$ cat src/rtl/qtx_pkg.sv
package qtx_pkg;

  localparam int PH_W = 3;

  typedef enum logic [1:0] {
    RS_IDLE = 2'd0,
    RS_UP   = 2'd1,
    RS_FULL = 2'd2,
    RS_DOWN = 2'd3
  } ramp_st_t;

  // phase advance in 45-degree units for one dibit (first bit is MSB)
  function automatic logic [PH_W-1:0] dibit_step(input logic [1:0] d);
    case (d)
      2'b00:   return 3'd1;
      2'b01:   return 3'd3;
      2'b11:   return 3'd5;
      default: return 3'd7;
    endcase
  endfunction

endpackage

$ cat src/rtl/qtx_bitclk.sv
module qtx_bitclk #(
  parameter int DIV_RATIO = 10
) (
  input  logic clk,
  input  logic rst_n,
  input  logic div_mode,
  input  logic bitclk_in,
  output logic bclk,
  output logic stb
);
  localparam int CW   = (DIV_RATIO > 1) ? $clog2(DIV_RATIO) : 1;
  localparam int HALF = DIV_RATIO / 2;

  logic [CW-1:0] cnt;
  logic          lvl_q;

  always_ff @(posedge clk or negedge rst_n) begin
    if (!rst_n) begin
      cnt   <= '0;
      lvl_q <= 1'b1;
    end else begin
      cnt   <= (cnt == CW'(DIV_RATIO - 1)) ? '0 : cnt + 1'b1;
      lvl_q <= bclk;
    end
  end

  assign bclk = div_mode ? (cnt < CW'(HALF)) : bitclk_in;
  assign stb  = bclk & ~lvl_q;

endmodule

$ cat src/rtl/qtx_mapper.sv
module qtx_mapper
  import qtx_pkg::*;
(
  input  logic            clk,
  input  logic            rst_n,
  input  logic            stb,
  input  logic            txd,
  input  logic            win,
  output logic            sym_vld,
  output logic [PH_W-1:0] phase,
  output logic            win_open,
  output logic            win_close
);
  logic win_q, half, first;

  assign win_open  = stb &  win & ~win_q;
  assign win_close = stb & ~win &  win_q;

  always_ff @(posedge clk or negedge rst_n) begin
    if (!rst_n) begin
      win_q   <= 1'b0;
      half    <= 1'b0;
      first   <= 1'b0;
      phase   <= '0;
      sym_vld <= 1'b0;
    end else begin
      sym_vld <= 1'b0;
      if (stb) begin
        win_q <= win;
        if (!win) begin
          half <= 1'b0;
        end else if (!win_q) begin
          phase <= '0;
          first <= txd;
          half  <= 1'b1;
        end else if (half) begin
          phase   <= phase + dibit_step({first, txd});
          sym_vld <= 1'b1;
          half    <= 1'b0;
        end else begin
          first <= txd;
          half  <= 1'b1;
        end
      end
    end
  end

endmodule

$ cat src/rtl/qtx_ramp.sv
module qtx_ramp
  import qtx_pkg::*;
#(
  parameter int RAMP_CYC = 40,
  parameter int LVL_W    = 3
) (
  input  logic             clk,
  input  logic             rst_n,
  input  logic             start,
  input  logic             stop,
  output logic [LVL_W-1:0] env,
  output logic             active
);
  localparam int CW   = (RAMP_CYC > 1) ? $clog2(RAMP_CYC) : 1;
  localparam int PW   = CW + LVL_W + 1;
  localparam int MAXL = (1 << LVL_W) - 1;

  ramp_st_t       st;
  logic [CW-1:0]  cnt;
  logic [PW-1:0]  scaled;
  logic           last;

  assign last = (cnt == CW'(RAMP_CYC - 1));

  always_ff @(posedge clk or negedge rst_n) begin
    if (!rst_n) begin
      st  <= RS_IDLE;
      cnt <= '0;
    end else if (start) begin
      st  <= RS_UP;
      cnt <= '0;
    end else if (stop) begin
      st  <= RS_DOWN;
      cnt <= '0;
    end else begin
      case (st)
        RS_UP: begin
          cnt <= last ? '0 : cnt + 1'b1;
          if (last) st <= RS_FULL;
        end
        RS_DOWN: begin
          cnt <= last ? '0 : cnt + 1'b1;
          if (last) st <= RS_IDLE;
        end
        default: cnt <= '0;
      endcase
    end
  end

  assign scaled = (PW'(cnt) << LVL_W) / PW'(RAMP_CYC);

  always_comb begin
    case (st)
      RS_UP:   env = LVL_W'(scaled);
      RS_FULL: env = LVL_W'(MAXL);
      RS_DOWN: env = LVL_W'(MAXL) - LVL_W'(scaled);
      default: env = '0;
    endcase
  end

  assign active = (st != RS_IDLE);

endmodule

$ cat src/rtl/qtx_delay.sv
module qtx_delay #(
  parameter int W     = 8,
  parameter int DEPTH = 125
) (
  input  logic         clk,
  input  logic         rst_n,
  input  logic [W-1:0] d,
  output logic [W-1:0] q
);
  generate
    if (DEPTH == 0) begin : g_wire
      assign q = d;
    end else begin : g_pipe
      logic [W-1:0] stg [DEPTH];
      always_ff @(posedge clk or negedge rst_n) begin
        if (!rst_n) begin
          for (int i = 0; i < DEPTH; i++) stg[i] <= '0;
        end else begin
          stg[0] <= d;
          for (int i = 1; i < DEPTH; i++) stg[i] <= stg[i-1];
        end
      end
      assign q = stg[DEPTH-1];
    end
  endgenerate

endmodule

$ cat src/rtl/qpsk_burst_tx.sv
module qpsk_burst_tx
  import qtx_pkg::*;
#(
  parameter int DIV_RATIO = 10,
  parameter int RAMP_SYMS = 2,
  parameter int DLY_QSYM  = 25,
  parameter int LVL_W     = 3
) (
  input  logic             clk,
  input  logic             rst_n,
  input  logic             div_mode,
  input  logic             bitclk_in,
  input  logic             txd,
  input  logic             win,
  output logic             bitclk_out,
  output logic             sym_valid,
  output logic [2:0]       phase,
  output logic [LVL_W-1:0] env,
  output logic             burst
);
  localparam int SYM_CYC  = 2 * DIV_RATIO;
  localparam int RAMP_CYC = RAMP_SYMS * SYM_CYC;
  localparam int DLY_CYC  = DLY_QSYM * SYM_CYC / 4;

  typedef struct packed {
    logic             vld;
    logic [PH_W-1:0]  ph;
    logic [LVL_W-1:0] lvl;
    logic             act;
  } tx_out_t;

  localparam int OW = $bits(tx_out_t);

  logic            stb, m_vld, w_open, w_close, r_act;
  logic [PH_W-1:0] m_ph;
  logic [LVL_W-1:0] r_env;
  tx_out_t         core_o, dly_o;

  qtx_bitclk #(.DIV_RATIO(DIV_RATIO)) u_clk (
    .clk(clk), .rst_n(rst_n), .div_mode(div_mode), .bitclk_in(bitclk_in),
    .bclk(bitclk_out), .stb(stb)
  );

  qtx_mapper u_map (
    .clk(clk), .rst_n(rst_n), .stb(stb), .txd(txd), .win(win),
    .sym_vld(m_vld), .phase(m_ph), .win_open(w_open), .win_close(w_close)
  );

  qtx_ramp #(.RAMP_CYC(RAMP_CYC), .LVL_W(LVL_W)) u_ramp (
    .clk(clk), .rst_n(rst_n), .start(w_open), .stop(w_close),
    .env(r_env), .active(r_act)
  );

  assign core_o = '{vld: m_vld, ph: m_ph, lvl: r_env, act: r_act};

  qtx_delay #(.W(OW), .DEPTH(DLY_CYC)) u_dly (
    .clk(clk), .rst_n(rst_n), .d(core_o), .q(dly_o)
  );

  assign sym_valid = dly_o.vld;
  assign phase     = dly_o.ph;
  assign env       = dly_o.lvl;
  assign burst     = dly_o.act;

endmodule

$ cat config.mk
export PLATFORM = sky130hd
export DESIGN_NAME = qpsk_burst_tx
export DESIGN_NICKNAME = d
export VERILOG_FILES = /design/src/rtl/qtx_pkg.sv /design/src/rtl/qtx_bitclk.sv /design/src/rtl/qtx_mapper.sv /design/src/rtl/qtx_ramp.sv /design/src/rtl/qtx_delay.sv /design/src/rtl/qpsk_burst_tx.sv
export SDC_FILE = /design/constraint.sdc
export NUM_CORES = 1
export LEC_CHECK = 0
export ABC_CLOCK_PERIOD_IN_PS = 5850
export BUFFER_PORTS_ARGS = -buffer_cell sky130_fd_sc_hd__buf_2
export CAP_MARGIN = 20
export CORE_ASPECT_RATIO = 1.4
export CORE_UTILIZATION = 41
export CTS_CLUSTER_DIAMETER = 30
export CTS_CLUSTER_SIZE = 40
export DETAILED_ROUTE_END_ITERATION = 7
export PLACE_DENSITY = 0.55
export SLEW_MARGIN = 20
export SYNTH_ARGS = -nofsm -noshare
export SYNTH_HDL_FRONTEND = slang
export SYNTH_HIERARCHICAL = 1
export SYNTH_SLANG_ARGS = --single-unit
$ cat constraint.sdc
create_clock -name clk -period 5.85 [get_ports clk]
set_input_delay 0.2925 -clock clk [delete_from_list [all_inputs] [get_ports clk]]
set_output_delay 0.2925 -clock clk [all_outputs]
set_load 0.01 [all_outputs]
# Yosys cells after proc, flatten, opt, wreduce, memory -nomap -nowiden
# Index checks and enable logic that the tools add are counted.
# classes
addsub	4
n_div	1
magnitude_cmp	1
n_eq_ne	11
muxes	28
bitwise_logic	8
n_reduce_logical	7
# op_table
cell	n
$mux W6	4
$mux W3	6
$pmux W3 S3	2
$div A9 B6 Y10 const B	1
$mux W1	10
$reduce_and A3 Y1	3
$mux W2	4
$ne A4 B3 Y1 const B	2
$add A6 B1 Y6 const B	1
$eq A2 B2 Y1 const B	3
$eq A6 B6 Y1 const B	1
$and A1 B1 Y1	5
$add A4 B1 Y4 const B	1
$eq A2 B1 Y1 const B	2
$eq A4 B4 Y1 const B	1
$lt A4 B3 Y1 const B	1
$mux W4	1
$ne A2 B2 Y1 const B	2
$pmux W2 S2	1
$reduce_bool A4 Y1	1
$add A3 B3 Y3	1
$not A1 Y1	3
$sub A3 B3 Y3 const A	1
$logic_not A2 Y1	1
2 further kinds	2
# word_totals
ff_bits	1020
inputBits	6
output_inout_bits	9
elab_cells	194

# Longest topological paths before layout
# logic_depth
ltp_word	9
ltp_mapped	12
ltp_nobuf	11

# Hierarchy
# Netlist, hierarchy kept.
# by_module_without_submodules
module	instances	cells_per_inst	area_per_inst_um2	seq_area_each_um2
qtx_delay	1	1008	25084.1	25024.0
qtx_ramp	1	134	1099.8	200.2
qtx_mapper	1	34	350.3	175.2
qtx_bitclk	1	21	222.7	126.4

# Least setup slack after synthesis
# No wires, ideal clock.
# synth_timing
path_kind	register -> register
start	register u_ramp.cnt[3]
end	register u_dly/g_pipe.stg[993] (netlist name)
arrival_ns	2.743
required_ns	5.770
path_slack_ns	3.028
path_stages_with_launch	13
period_less_slack_ns	2.822
path_cell_list	dfrtp_1 buf_2 inv_1 ha_1 and3b_1 nand4_1 nand4_1 o21ai_0 a2111oi_4 o21a_1 o221ai_1 a211oi_2 xnor2_1
# synth_via
elab_chain_cells	3
# synth_lines
element	line_no	source
start, declared	qtx_ramp.sv:19	logic [CW-1:0] cnt;
start signal, assigned	qtx_ramp.sv:38	cnt <= last ? '0 : cnt + 1'b1;
start signal, assigned	qtx_ramp.sv:42	cnt <= last ? '0 : cnt + 1'b1;
$div A9 B6 Y10 (*)	qtx_ramp.sv:50	assign scaled = (PW'(cnt) << LVL_W) / PW'(RAMP_CYC);
$sub A3 B3 Y3	qtx_ramp.sv:56	RS_DOWN: env = LVL_W'(MAXL) - LVL_W'(scaled);
$pmux W3 S3 (*)	qtx_ramp.sv:53	case (st)
named net r_env[0]	qpsk_burst_tx.sv:36	logic [LVL_W-1:0] r_env;
end, declared	qtx_delay.sv:14	logic [W-1:0] stg [DEPTH];
# The timed path passes the listed nets; every way through them passes the cells marked *.
# A chain may end at the register's enable or synchronous reset.

# Worst setup path in the final report
# layout_timing
start	register u_ramp.cnt[4]
end	register u_dly/g_pipe.stg[993] (netlist name)
# The elaborated chain is that of the path after synthesis.

==> flow_metrics.env <==
export IMPL_status="complete, no violations"
export IMPL_synth_edf_count=0
export IMPL_setup_viol=0
export IMPL_synth_flop_cell="dfrtp_1"
export IMPL_grt_max_degree=198
export IMPL_grt_ovfl_total=0
export IMPL_synth_async_reset_ratio=1.00
export IMPL_ir_worst_vdd_mv=0.328
export IMPL_hold_class="in -> async"
export IMPL_fin_worst_skew_ns=0.0722
export IMPL_max_cap_violations=0
export IMPL_synth_seq_cells=1020
export IMPL_worstPathMaxFanout=8
export IMPL_die_w_um=218
export IMPL_numPortBuffers=14
export IMPL_grt_antenna_before_repair=0
export IMPL_detail_route_wl_per_cell_um=14.1
export IMPL_die_height_um=304
export IMPL_ys_top_cells_by_count="dfrtp_1, nor2_1, inv_1, nand2_1, xnor2_1"
export IMPL_syn_to_final_growth_pct=20.6
export IMPL_synth_most_common_cell="dfrtp_1"
export IMPL_grt_pass1_vias=11000
export IMPL_ys_top_cells_by_area="dfrtp_1, xnor2_1, buf_4"
export IMPL_yosys_warnings=6
export IMPL_ios=15
export IMPL_min_period_over_period=0.594
export IMPL_worst_slack_ns=2.37
export IMPL_vias=9688
export IMPL_ant_nets=0
export IMPL_cts_reportedPaths_clkPinSlew_ns=0.06
export IMPL_slowest_delay_ns=0.60
export IMPL_intPower_uw=12400
export IMPL_power_frac_comb=0.018
export IMPL_cts_root_buf="clkbuf_16"
export IMPL_worst_setup_path_end_kind="flip-flop"
export IMPL_finalHoldViolations=0
export IMPL_switching_share=0.223
export IMPL_crit_cells=11
export IMPL_design_die_area_sq_um=66300
export IMPL_yosysTopAreaCell="dfrtp_1"
export IMPL_crit_arrival_ns=4.01
export IMPL_synth_distinct_cells=61
export IMPL_r2r_start="u_ramp/cnt[4]$_DFF_PN0_"
export IMPL_cts_setup_buffers=0
export IMPL_r2r_cells=11
export IMPL_clockBufferDepth=3
export IMPL_start_kind="flip-flop"
export IMPL_start_util=0.415
export IMPL_relSlewSlack=0.356
export IMPL_grt_pass1_wl_um=56500
export IMPL_rsz0062_at_grt="no"
export IMPL_pre_cts_ws_ns=2.48
export IMPL_place_hpwl_um=13200
export IMPL_p_leak_uw=0.0163
export IMPL_cp_num_buf_inv=1
export IMPL_crit_start="u_ramp/cnt[4]$_DFF_PN0_"
export IMPL_p_per_area_nw_per_um2=493
export IMPL_yosysSeqAreaShare=0.954
export IMPL_synth_top_area_frac=0.953
export IMPL_nets=1340
export IMPL_synth_avg_cell_area_sq_um=22.4
export IMPL_wl_um=31900
export IMPL_crit_chain="inv_1, ha_1, o21bai_1, a22oi_1, o211a_1, o21ai_0, a2111oi_0, a21oi_1, o221ai_1, a211oi_2, xnor2_1"
export IMPL_crit_path_top_delay_cell="a2111oi_0"
export IMPL_syn_nets=1210
export IMPL_cts_buffers=119
export IMPL_cts_htree_levels=3
export IMPL_pwr_share_clk=0.476
export IMPL_antenna_cells=0
export IMPL_drc=0
export IMPL_critical_path_class="reg -> reg"
export IMPL_critPathRequiredTime_ns=6.38
export IMPL_worst_pin_slew_ns=0.965
export IMPL_seqPwrFrac=0.505
export IMPL_place_congestion=0.768
export IMPL_cts_hold_buf=5
export IMPL_grt_usage=0.105
export IMPL_synth_area_sq_um=26800
export IMPL_drive_above_1_share=0.180
export IMPL_core_area_sq_um=64400
export IMPL_setup_tns_ns=0
export IMPL_crit_family="compound AO/OA/AOI/OAI gates"
export IMPL_postCtsResizedCells=0
export IMPL_num_rows=110
export IMPL_drt_iter0_markers=765
export IMPL_clock_fmax_mhz=288
export IMPL_tritoncts="done"
export IMPL_power_switching_uw=3550
export IMPL_via_per_inst=4.27
export IMPL_insertion_delay_ns=0.68
export IMPL_fin_crit_ns=3.48
export IMPL_cts_sinks=1020
export IMPL_firstDrtPassIters=6
export IMPL_slew_viol_final=0
export IMPL_syn_inst=1197
-- flip-flops by register name (all words and copies together) (netlist names) --
| register | cells |
|---|---|
| u_map/sym_vld | 1 |
| u_map/win_q | 1 |
| u_map/phase | 3 |
| u_map/half | 1 |
| u_map/first | 1 |
| u_clk/lvl_q | 1 |
| u_clk/cnt | 4 |
| u_dly/q | 8 |
| u_ramp/st | 2 |
| u_dly/g_pipe.stg | 992 |
| u_ramp/cnt | 6 |
-- layout make-up --
class	instances	area (sq um)
sequential	1020	25500
clock buffer	137	3150
multi-input combinational	147	1070
timing repair buffer	25	258
fill	5079	32200
tap	840	1050
clock inverter	87	1150
inverter	14	52.6
-- per-layer routing --
metal / wire (um) / track usage / part of all wire
met1: 15500 / 0.158 / 0.48
met2: 13800 / 0.138 / 0.43
met3: 1670 / 0.0301 / 0.052
met4: 944 / 0.0540 / 0.030
met5: 0 / 0 / 0
-- worst register-to-register path, delay by kind of cell, from the launching register on --
kind / cells / cell delay [ns]
compound gates: 8 / 2.28
flops: 1 / 0.48
fa+ha+maj: 1 / 0.24
buf+inv: 1 / 0.21
xor+xnor: 1 / 0.14
-- cell usage in the layout (no fill, tap or decap), types with 6 or more instances in the layout --
master      count
inv_1          14
xnor2_1        11
clkinvlp_4     11
nand3_1         7
nor2_1         17
clkinv_4       14
clkbuf_1        9
dfrtp_1      1019
clkinv_2        6
clkinv_16       6
ha_1            6
clkbuf_8        8
a21oi_1         7
clkbuf_16     120
bufinv_16      11
clkinv_8        7
nand2_1        12
o21ai_0        10
nor3_1          6
inv_6          27
buf_2          13
-- worst paths after layout --
| path | slack, ns | end |
|---|---|---|
| setup / recovery | 2.37 | u_dly/g_pipe.stg[993]$_DFF_PN0_ |
| hold / removal | 0.22 | u_dly/g_pipe.stg[17]$_DFF_PN0_ |
| setup reg to reg | 2.37 | u_dly/g_pipe.stg[993]$_DFF_PN0_ |
| hold reg to reg | 0.27 | u_dly/g_pipe.stg[741]$_DFF_PN0_ |
| max in group asynchronous | 4.11 | u_dly/g_pipe.stg[757]$_DFF_PN0_ |
| min in group clk | 0.25 | u_map/win_q$_DFFE_PN0P_ |
-- power by group through the flow --
stage | clock, uW | combinational (uW) | sequential [uW]
after global routing | 8170 | 342 | 8120
after global placement | 0 | 279 | 8160
after floorplan | 0 | 155 | 8040
after detailed placement | 0 | 293 | 8160
after CTS | 7850 | 298 | 8060
final | 7580 | 293 | 8040
-- through the flow --
step | area (sq um) | instances | utilization | total power, uW | hold WS (ns)
2_1_floorplan | 26800 | 1197 | - | 8190 | -0.00309
3_3_place_gp | 27900 | 2040 | 0.433 | 8440 | 0.334
3_5_place_dp | 27900 | 2040 | 0.433 | 8450 | 0.335
4_1_cts | 32200 | 2269 | 0.500 | 16200 | 0.199
5_1_grt | 32300 | 2270 | 0.501 | 16600 | 0.257
6_report | 32300 | 2270 | 0.501 | 15900 | 0.223
-- cell families after synthesis --
group / after synthesis / synth area share
flip-flops: 1020 / 0.954
AO/OA/AOI/OAI: 51 / 0.0154
XOR/XNOR: 13 / 0.00426
adder cells (fa/ha/maj): 7 / 0.00355
multiplexers: 2 / 0.000842
AND/OR/NAND/NOR: 74 / 0.0159
buffers and inverters: 30 / 0.00603
(Power assumes the default switching activity.)
